[src/rtl/rtg_pkg.sv]
package rtg_pkg;
  // axis indices
  localparam int AXES = 2;
  localparam int AX_H = 0;
  localparam int AX_V = 1;
  // segment / boundary indices
  localparam int SEGS  = 4;
  localparam int B_BP  = 0;  // back-porch start (= sync length)
  localparam int B_AS  = 1;  // active start
  localparam int B_FP  = 2;  // front-porch start
  localparam int B_TOT = 3;  // total

  typedef struct packed {
    logic live;   // generator is running
    logic clear;  // force counters to zero
    logic step;   // advance horizontal counter
    logic wrapH;  // horizontal counter wraps this edge
    logic wrapV;  // frame wraps this edge
  } rtg_strobe_t;
endpackage

[src/rtl/rtg_ctrl.sv]
module rtg_ctrl
  import rtg_pkg::*;
#(
  parameter int CNT_W = 12
) (
  input  logic                                 clk,
  input  logic                                 rstN,
  input  logic                                 syncEn,
  input  logic [AXES-1:0][SEGS-1:0][CNT_W-1:0] segLen,
  input  logic [CNT_W-1:0]                     hCnt,
  input  logic [CNT_W-1:0]                     vCnt,
  output rtg_strobe_t                          strobes,
  output logic [AXES-1:0][SEGS-1:0][CNT_W-1:0] bnd
);
  localparam logic [CNT_W-1:0] ONE = CNT_W'(1);

  logic runQ;
  logic endH, endV, loadShadow;
  logic [AXES-1:0][SEGS-1:0][CNT_W-1:0] bndNext;

  // cumulative boundaries from segment lengths
  always_comb begin
    for (int ax = 0; ax < AXES; ax++) begin
      bndNext[ax][0] = segLen[ax][0];
      for (int s = 1; s < SEGS; s++)
        bndNext[ax][s] = bndNext[ax][s-1] + segLen[ax][s];
    end
  end

  assign endH = (hCnt == bnd[AX_H][B_TOT] - ONE);
  assign endV = (vCnt == bnd[AX_V][B_TOT] - ONE);

  always_comb begin
    strobes.live  = runQ;
    strobes.clear = !syncEn;
    strobes.step  = syncEn && runQ;
    strobes.wrapH = syncEn && runQ && endH;
    strobes.wrapV = syncEn && runQ && endH && endV;
  end

  assign loadShadow = !runQ || strobes.wrapV;

  always_ff @(posedge clk) begin
    if (!rstN) begin
      runQ <= 1'b0;
      bnd  <= '0;
    end else begin
      runQ <= syncEn;
      if (loadShadow) bnd <= bndNext;
    end
  end

  // shadow boundaries hold while running between frame wraps
  a_r7_shadow_hold: assert property (@(posedge clk) disable iff (!rstN)
    (runQ && !strobes.wrapV) |=> $stable(bnd));

  // a stopped generator is not live one edge later
  a_r6_stop_live: assert property (@(posedge clk) disable iff (!rstN)
    !syncEn |=> !strobes.live);
endmodule

[src/rtl/rtg_datapath.sv]
module rtg_datapath
  import rtg_pkg::*;
#(
  parameter int CNT_W = 12
) (
  input  logic                                 clk,
  input  logic                                 rstN,
  input  rtg_strobe_t                          strobes,
  input  logic [AXES-1:0][SEGS-1:0][CNT_W-1:0] bnd,
  input  logic                                 hsPolHigh,
  input  logic                                 vsPolHigh,
  input  logic                                 vEventEn,
  output logic [CNT_W-1:0]                     hCnt,
  output logic [CNT_W-1:0]                     vCnt,
  output logic                                 hsyncOut,
  output logic                                 vsyncOut,
  output logic                                 dataEn,
  output logic [CNT_W-1:0]                     xPos,
  output logic [CNT_W-1:0]                     yPos,
  output logic                                 vEventIrq
);
  localparam logic [CNT_W-1:0] ONE = CNT_W'(1);

  logic [AXES-1:0][CNT_W-1:0] cnt;
  logic [AXES-1:0][CNT_W-1:0] rel;
  logic [AXES-1:0]            inSync;
  logic [AXES-1:0]            inAct;

  // position counters
  always_ff @(posedge clk) begin
    if (!rstN || strobes.clear) begin
      cnt <= '0;
    end else if (strobes.step) begin
      if (strobes.wrapH) begin
        cnt[AX_H] <= '0;
        cnt[AX_V] <= strobes.wrapV ? '0 : cnt[AX_V] + ONE;
      end else begin
        cnt[AX_H] <= cnt[AX_H] + ONE;
      end
    end
  end

  assign hCnt = cnt[AX_H];
  assign vCnt = cnt[AX_V];

  // per-axis region decode
  generate
    for (genvar ax = 0; ax < AXES; ax++) begin : g_axis
      assign inSync[ax] = cnt[ax] < bnd[ax][B_BP];
      assign inAct[ax]  = (cnt[ax] >= bnd[ax][B_AS]) && (cnt[ax] < bnd[ax][B_FP]);
      assign rel[ax]    = cnt[ax] - bnd[ax][B_AS];
    end
  endgenerate

  always_comb begin
    hsyncOut  = (strobes.live && inSync[AX_H]) ? hsPolHigh : !hsPolHigh;
    vsyncOut  = (strobes.live && inSync[AX_V]) ? vsPolHigh : !vsPolHigh;
    dataEn    = strobes.live && inAct[AX_H] && inAct[AX_V];
    xPos      = dataEn ? rel[AX_H] : '0;
    yPos      = dataEn ? rel[AX_V] : '0;
    vEventIrq = strobes.live && vEventEn &&
                (cnt[AX_V] == bnd[AX_V][B_FP]) && (cnt[AX_H] == '0);
  end

  // counters stay inside the programmed raster
  a_r2_h_range: assert property (@(posedge clk) disable iff (!rstN)
    strobes.live |-> (cnt[AX_H] < bnd[AX_H][B_TOT]));
  a_r2_v_range: assert property (@(posedge clk) disable iff (!rstN)
    strobes.live |-> (cnt[AX_V] < bnd[AX_V][B_TOT]));
  // the line counter only moves across a horizontal wrap
  a_r2_v_on_wrap: assert property (@(posedge clk) disable iff (!rstN)
    (cnt[AX_H] != '0) |-> $stable(cnt[AX_V]));
  // stopping clears the position and blanks
  a_r6_clear: assert property (@(posedge clk) disable iff (!rstN)
    strobes.clear |=> (cnt == '0 && !dataEn && !vEventIrq));
  // the event is a single-cycle pulse
  a_r5_pulse: assert property (@(posedge clk) disable iff (!rstN)
    vEventIrq |=> !vEventIrq);
  // active data never overlaps horizontal sync
  a_r4_de_no_sync: assert property (@(posedge clk) disable iff (!rstN)
    dataEn |-> (hsyncOut == !hsPolHigh));
endmodule

[src/rtl/raster_timing_gen.sv]
module raster_timing_gen
  import rtg_pkg::*;
#(
  parameter int CNT_W = 12
) (
  input  logic             clk,
  input  logic             rstN,
  input  logic             syncEn,
  input  logic [CNT_W-1:0] hSyncLen,
  input  logic [CNT_W-1:0] hBackPorch,
  input  logic [CNT_W-1:0] hActive,
  input  logic [CNT_W-1:0] hFrontPorch,
  input  logic [CNT_W-1:0] vSyncLen,
  input  logic [CNT_W-1:0] vBackPorch,
  input  logic [CNT_W-1:0] vActive,
  input  logic [CNT_W-1:0] vFrontPorch,
  input  logic             hsPolHigh,
  input  logic             vsPolHigh,
  input  logic             vEventEn,
  output logic             hsyncOut,
  output logic             vsyncOut,
  output logic             dataEn,
  output logic [CNT_W-1:0] xPos,
  output logic [CNT_W-1:0] yPos,
  output logic             vEventIrq
);
  logic [AXES-1:0][SEGS-1:0][CNT_W-1:0] segLen;
  logic [AXES-1:0][SEGS-1:0][CNT_W-1:0] bnd;
  logic [CNT_W-1:0] hCnt, vCnt;
  rtg_strobe_t strobes;

  assign segLen[AX_H] = {hFrontPorch, hActive, hBackPorch, hSyncLen};
  assign segLen[AX_V] = {vFrontPorch, vActive, vBackPorch, vSyncLen};

  rtg_ctrl #(.CNT_W(CNT_W)) uCtrl (
    .clk     (clk),
    .rstN    (rstN),
    .syncEn  (syncEn),
    .segLen  (segLen),
    .hCnt    (hCnt),
    .vCnt    (vCnt),
    .strobes (strobes),
    .bnd     (bnd)
  );

  rtg_datapath #(.CNT_W(CNT_W)) uDp (
    .clk       (clk),
    .rstN      (rstN),
    .strobes   (strobes),
    .bnd       (bnd),
    .hsPolHigh (hsPolHigh),
    .vsPolHigh (vsPolHigh),
    .vEventEn  (vEventEn),
    .hCnt      (hCnt),
    .vCnt      (vCnt),
    .hsyncOut  (hsyncOut),
    .vsyncOut  (vsyncOut),
    .dataEn    (dataEn),
    .xPos      (xPos),
    .yPos      (yPos),
    .vEventIrq (vEventIrq)
  );
endmodule

[config.mk]
export PLATFORM = sky130hd
export DESIGN_NAME = raster_timing_gen
export DESIGN_NICKNAME = d
export VERILOG_FILES = /design/src/rtl/rtg_pkg.sv /design/src/rtl/rtg_ctrl.sv /design/src/rtl/rtg_datapath.sv /design/src/rtl/raster_timing_gen.sv
export SDC_FILE = /design/constraint.sdc
export NUM_CORES = 1
export LEC_CHECK = 0
export ABC_CLOCK_PERIOD_IN_PS = 12400
export BUFFER_PORTS_ARGS = -buffer_cell sky130_fd_sc_hd__buf_2
export CAP_MARGIN = 25
export CORE_MARGIN = 8
export CORE_UTILIZATION = 50
export CTS_CLUSTER_DIAMETER = 60
export DETAILED_ROUTE_END_ITERATION = 12
export PLACE_DENSITY_LB_ADDON = 0.1
export SLEW_MARGIN = 40
export SYNTH_ARGS = -nofsm -noshare
export SYNTH_HDL_FRONTEND = slang
export SYNTH_HIERARCHICAL = 1
export SYNTH_SLANG_ARGS = --single-unit
export TNS_END_PERCENT = 1
[constraint.sdc]
create_clock -name clk -period 12.4 [get_ports clk]
set_input_delay 1.86 -clock clk [delete_from_list [all_inputs] [get_ports clk]]
set_output_delay 1.86 -clock clk [all_outputs]
set_load 0.05 [all_outputs]
==> results of run 1 <==
[critical path, stage by stage (launching register included)]
cell	delay, ps
dfxtp_1	570
inv_1	210
ha_1	250
inv_1	70
fa_1	200
nand3_1	100
and2_1	180
a311oi_1	320
o22ai_1	160
or4_2	940
nor3b_1	370
buf_2	330
[final cells by class]
cell class	count	area (sq um)
clock buffer	18	439
timing repair buffer	137	731
tap	280	350
multi-input combinational	1077	7780
sequential	121	2420
inverter	116	437
clock inverter	14	195
fill	2073	9200
[how the worst max path moves through the flow]
| stage | from | endpoint |
|---|---|---|
| 6_report | uDp/vCnt[0] | xPos[11] |
| 3_3_place_gp | hSyncLen[0] | uCtrl/bnd[47] |
| 2_1_floorplan | vsPolHigh | vsyncOut |
| 5_1_grt | hSyncLen[0] | uCtrl/bnd[47] |
| 4_1_cts | uDp/vCnt[0] | yPos[10] |
| 3_5_place_dp | hSyncLen[0] | uCtrl/bnd[47] |
[flip-flops by register name, indices dropped and copies added, names as in the netlist]
signal      flops
uCtrl/bnd      96
uDp/hCnt       12
uDp/vCnt       12
uCtrl/runQ      1
[per-stage QoR]
| step | worst slack, ps | power [W] |
|---|---|---|
| 2_1_floorplan | 5900 | 0.00118 |
| 3_3_place_gp | 6270 | 0.00135 |
| 3_5_place_dp | 6140 | 0.00136 |
| 4_1_cts | 6360 | 0.00191 |
| 5_1_grt | 6080 | 0.00205 |
| 6_report | 6400 | 0.00191 |
[routing by layer]
metal	vias up	part of all wire [%]	track usage (%)
met5	-	0	0
met4	0	2.8	8.80
met3	45	4.4	3.48
met2	219	47	38.2
met1	4469	45	27.2
li1	5016	-	-
[report_power, final]
part	internal [W]	leakage (nW)	total [W]	switching [W]
registers	0.000452	0.999	0.000514	0.0000611
clock network	0.000343	0.299	0.000542	0.000199
logic	0.000385	4.68	0.000850	0.000465
total	0.00118	5.98	0.00191	0.000724
[logic make-up (layout without fill, tap and decap cells)]
| logic type | Yosys count | count (layout) | synth area share, % |
|---|---|---|---|
| simple gates | 465 | 465 | 20.9 |
| compound gates | 272 | 272 | 16.5 |
| buf+inv | 150 | 285 | 5.91 |
| fa+ha+maj | 149 | 149 | 17.8 |
| flops | 121 | 121 | 22.4 |
| xor+xnor | 100 | 100 | 8.09 |
| mux | 91 | 91 | 8.42 |
[cells in the final DEF, fill, tap and decap left out, types with 17 or more instances in the layout]
master / Yosys / routed
a21o_1: 20 / 20
a21oi_1: 76 / 76
buf_2: 4 / 129
clkbuf_16: 0 / 17
dfxtp_1: 121 / 121
ha_1: 141 / 141
inv_1: 116 / 115
mux2i_1: 90 / 90
nand2_1: 64 / 64
nand2b_1: 19 / 19
nand3_1: 24 / 24
nand4_1: 30 / 30
nor2_1: 196 / 196
nor3_1: 32 / 32
o21a_1: 20 / 20
o21ai_0: 59 / 59
xnor2_1: 52 / 52
xor2_1: 48 / 48
==> impl_metrics.csv, run 1 <==
group,metric,value,unit
outcome,outcome,"finished, final reports clean",
routing,drt_iter0_drc,441,
die,rows,54,
timing,finalSetupViolations,0,
die,core,21600,sq um
routing,wirelength,29.2,mm
grt,first_global_vias,9696,
grt,antenna_found_initial,0,
grt,grt.total_usage,22.2,%
worst_setup_path,r2r_slack,9290,ps
clock_network,clk_latency,420,ps
placement,dp_hpwl,22.7,mm
logic_synthesis,synth_edf_count,0,
grt,grt_pass1_wl,47.7,mm
placement,portBuffers,129,
die,start_util,50.2,%
worst_setup_path,critPathRequiredTime,10540,ps
min_path,hp-class,"register to register",
min_path,min_from,"uCtrl/bnd[80]",
logic_synthesis,synth_common_cells,"196 x nor2_1, 141 x ha_1, 121 x dfxtp_1",
routing,detail_route.first_pass.iterations,5,
routing,routed_via_density,5.53,
clock_network,root_buffer,"clkbuf_16",
worst_setup_path,reg2reg_from,"uCtrl/bnd[89]",
finish,fin_cells,1763,
worst_setup_path,crit_arrival,4140,ps
clock_network,clkSinkCount,121,
worst_setup_path,start_kind,"register",
worst_setup_path,worstSetupPathType,"register to output pin",
power,power.density,154,nW/um^2
worst_setup_path,timing.rr.end,"uCtrl/bnd[18]",
timing,fin_worst_skew,9.65,ps
routing,vias,9749,
timing,rsz0062_at_grt,"false",
timing,fin_hold_ws,483,ps
finish,drive_above_1_share,13.0,%
worst_setup_path,ff2ff_path_depth,10,
routing,ant_nets,0,
die,io-pin-count,130,
timing,tightest_slew,678,ps
logic_synthesis,synth_most_common_cell,"nor2_1",
die,die_y,163,um
logic_synthesis,syn_nets,1599,
logic_synthesis,synth_area_leaders,"dfxtp_1 22%, ha_1 16%, mux2i_1 8.3%",
clock_network,holdBufCountCts,0,
min_path,holdPathEnd,"uCtrl/bnd[80]",
finish,final_area,12400,sq um
placement,place.gp.congestion,0.892,
logic_synthesis,avgSynthCellArea,8.03,sq um
finish,post-route-util,57.3,%
clock_network,htreeDepth,4,
worst_setup_path,critPathMaxFanout,25,
logic_synthesis,syn-cell-area,10800,sq um
logic_synthesis,ys_types,67,
clock_network,postCtsSetupBuffers,0,
timing,maxSlewViolCount,0,
logic_synthesis,synth_top_area_share,22.4,%
placement,place_inst,1729,
clock_network,cts_buffer_depth,2,
clock_network,cts_resized,0,
finish,area_delta_synth_final,14.1,%
clock_network,cts_tree,"built",
logic_synthesis,syn_inst,1348,
clock_network,numCtsBuffers,17,
timing,period_share,48.4,%
routing,wl_per_cell,16.6,um
timing,fin_crit,6000,ps
logic_synthesis,ys.flop_type,"dfxtp_1",
grt,grt_max_degree,55,
die,dieArea,26600,sq um
job,cap_violations,0,
clock_network,path_clk_slew,60,ps
finish,antenna_cells,0,
timing,finalHoldViolCount,0,
logic_synthesis,ys_warn_count,6,
worst_setup_path,cp-end-kind,"output pin",
finish,num-nets-final,1721,
logic_synthesis,ys_seq_area_share,22.4,%
routing,drc,0,
min_path,whs_path_depth,2,
logic_synthesis,synth_top_area_cell,"dfxtp_1",
power,p_leak,5.98,nW
timing,setup_tns,0,ps
die,dieWidth,163,um
placement,postPlaceCellArea,11700,sq um
timing,max_freq,167,MHz
timing,slew_headroom,54.8,%
logic_synthesis,ys_ff_latch,121,
logic_synthesis,synthArstFlopShare,0,%
power,ir_drop,90.5,uV
grt,grt_overflow,0,
No activity file was read; power rests on OpenSTA's default activity.
==> run 2: changes to the inputs <==
Settings changed: ABC_CLOCK_PERIOD_IN_PS 12400 to 6140.
Clock period 12.4 ns to 6.14 ns, I/O delays scaled along.
==> impl_metrics.csv, run 2 (synthesis gave the netlist of run 1 again) <==
group,metric,value,unit
outcome,outcome,"finished, final reports clean",
worst_setup_path,critPathRequiredTime,5220,ps
finish,antenna_cells,0,
worst_setup_path,worstSetupPathType,"register to output pin",
finish,area_delta_synth_final,14.5,%
routing,detail_route.first_pass.iterations,5,
worst_setup_path,critPathMaxFanout,25,
grt,grt.total_usage,22.4,%
finish,final_area,12400,sq um
clock_network,cts_resized,0,
power,power.density,313,nW/um^2
routing,wl_per_cell,16.8,um
clock_network,cts_tree,"built",
die,rows,54,
finish,num-nets-final,1725,
die,start_util,50.2,%
worst_setup_path,r2r_slack,3060,ps
worst_setup_path,crit_arrival,4050,ps
placement,place.gp.congestion,0.885,
timing,tightest_slew,784,ps
routing,vias,9850,
die,die_y,163,um
clock_network,cts_buffer_depth,2,
timing,rsz0062_at_grt,"false",
clock_network,path_clk_slew,60,ps
timing,finalSetupViolations,0,
die,dieArea,26600,sq um
timing,period_share,80.9,%
worst_setup_path,cp-end-kind,"output pin",
timing,setup_tns,0,ps
routing,ant_nets,0,
job,cap_violations,0,
die,io-pin-count,130,
worst_setup_path,crit_start,"uDp/vCnt[0]",
worst_setup_path,reg2reg_from,"uCtrl/bnd[89]",
timing,maxSlewViolCount,0,
finish,regMostFlops,"uCtrl/bnd",
routing,drc,0,
power,ir_drop,191,uV
die,dieWidth,163,um
grt,antenna_found_initial,0,
clock_network,htreeDepth,4,
clock_network,holdBufCountCts,0,
timing,slew_headroom,47.7,%
clock_network,postCtsSetupBuffers,0,
grt,first_global_vias,9580,
grt,grt_max_degree,67,
routing,wirelength,29.7,mm
placement,portBuffers,129,
grt,grt_overflow,0,
min_path,hp-class,"register to register",
routing,routed_via_density,5.57,
clock_network,clk_latency,420,ps
die,core,21600,sq um
clock_network,numCtsBuffers,17,
routing,drt_iter0_drc,515,
timing,max_freq,201,MHz
timing,finalHoldViolCount,0,
grt,grt_pass1_wl,48.1,mm
clock_network,clkSinkCount,121,
clock_network,root_buffer,"clkbuf_16",
finish,drive_above_1_share,13.2,%
timing,fin_crit,4970,ps
power,p_leak,6.00,nW
worst_setup_path,start_kind,"register",
worst_setup_path,worstSetupEndpoint,"yPos[9]",
placement,postPlaceCellArea,11700,sq um
finish,largest_reg_flops,96,
timing,fin_hold_ws,483,ps
worst_setup_path,timing.rr.end,"uCtrl/bnd[65]",
timing,fin_worst_skew,11.0,ps
placement,dp_hpwl,23.0,mm
finish,layout_commonest_cell,"nor2_1",
finish,final_cell_mix,"196 x nor2_1, 141 x ha_1, 129 x buf_2",
worst_setup_path,ff2ff_path_depth,10,
==> run 2: cell types whose count changed in the layout (fill, tap and decap cells not counted) <==
| cell | previous run | this run |
|---|---|---|
| buf_4 | 6 | 10 |
| clkinv_2 | 3 | 2 |
| inv_2 | 0 | 1 |
| clkinvlp_4 | 4 | 5 |
| inv_6 | 3 | 2 |
| clkbuf_8 | 1 | 0 |
| bufinv_16 | 4 | 5 |
==> run 2: power by group <==
part,switching [W],leakage [nW],internal [W]
Sequential,0.000122,0.999,0.000914
Combinational,0.000955,4.70,0.000779
Clock,0.000395,0.302,0.000721
Total,0.00147,6.00,0.00241
==> run 2: worst max-delay path, cell delays in order, from the launching register on <==
cell,delay (ps)
dfxtp_1,550
inv_1,210
ha_1,250
inv_1,70
fa_1,200
nand3_1,100
and2_1,180
a311oi_1,290
o22ai_1,150
or4_2,940
nor3_1,350
buf_2,320
==> run 2: cell type report <==
class                   instances  area, sq um
clock buffers                  17          425
repair buffers                141          761
flip-flops and latches        121         2420
well taps                     280          350
inverters                     116          435
fillers                      2042         9160
clock inverters                15          224
multi-input cells            1077         7780
==> run 2: worst min-delay path by stage <==
stage / from / to / slack [ps] / cells past startpoint
2_1_floorplan: uCtrl/bnd[10] / uCtrl/bnd[10] / 460 / 2
3_3_place_gp: uCtrl/bnd[80] / uCtrl/bnd[80] / 470 / 2
3_5_place_dp: uCtrl/bnd[32] / uCtrl/bnd[32] / 470 / 2
4_1_cts: uCtrl/bnd[32] / uCtrl/bnd[32] / 480 / 2
5_1_grt: uCtrl/bnd[32] / uCtrl/bnd[32] / 500 / 2
6_report: uCtrl/bnd[32] / uCtrl/bnd[32] / 480 / 2
==> run 2: through the flow <==
step | worst slack, ps | util, % | power, W | instances
finish | 1170 | 57.5 | 0.00389 | 1767
global route | 874 | 57.5 | 0.00417 | 1767
CTS | 1090 | 57.3 | 0.00390 | 1765
detailed placement | 797 | 54.3 | 0.00276 | 1733
global placement | 945 | 54.3 | 0.00273 | 1733
floorplan | 1220 | - | 0.00239 | 1348
==> run 2: metal layers <==
layer	global-route usage [%]	wire length, um
met1	27.3	13500
met2	38.1	14100
met4	9.05	811
met5	0	0
met3	3.98	1300
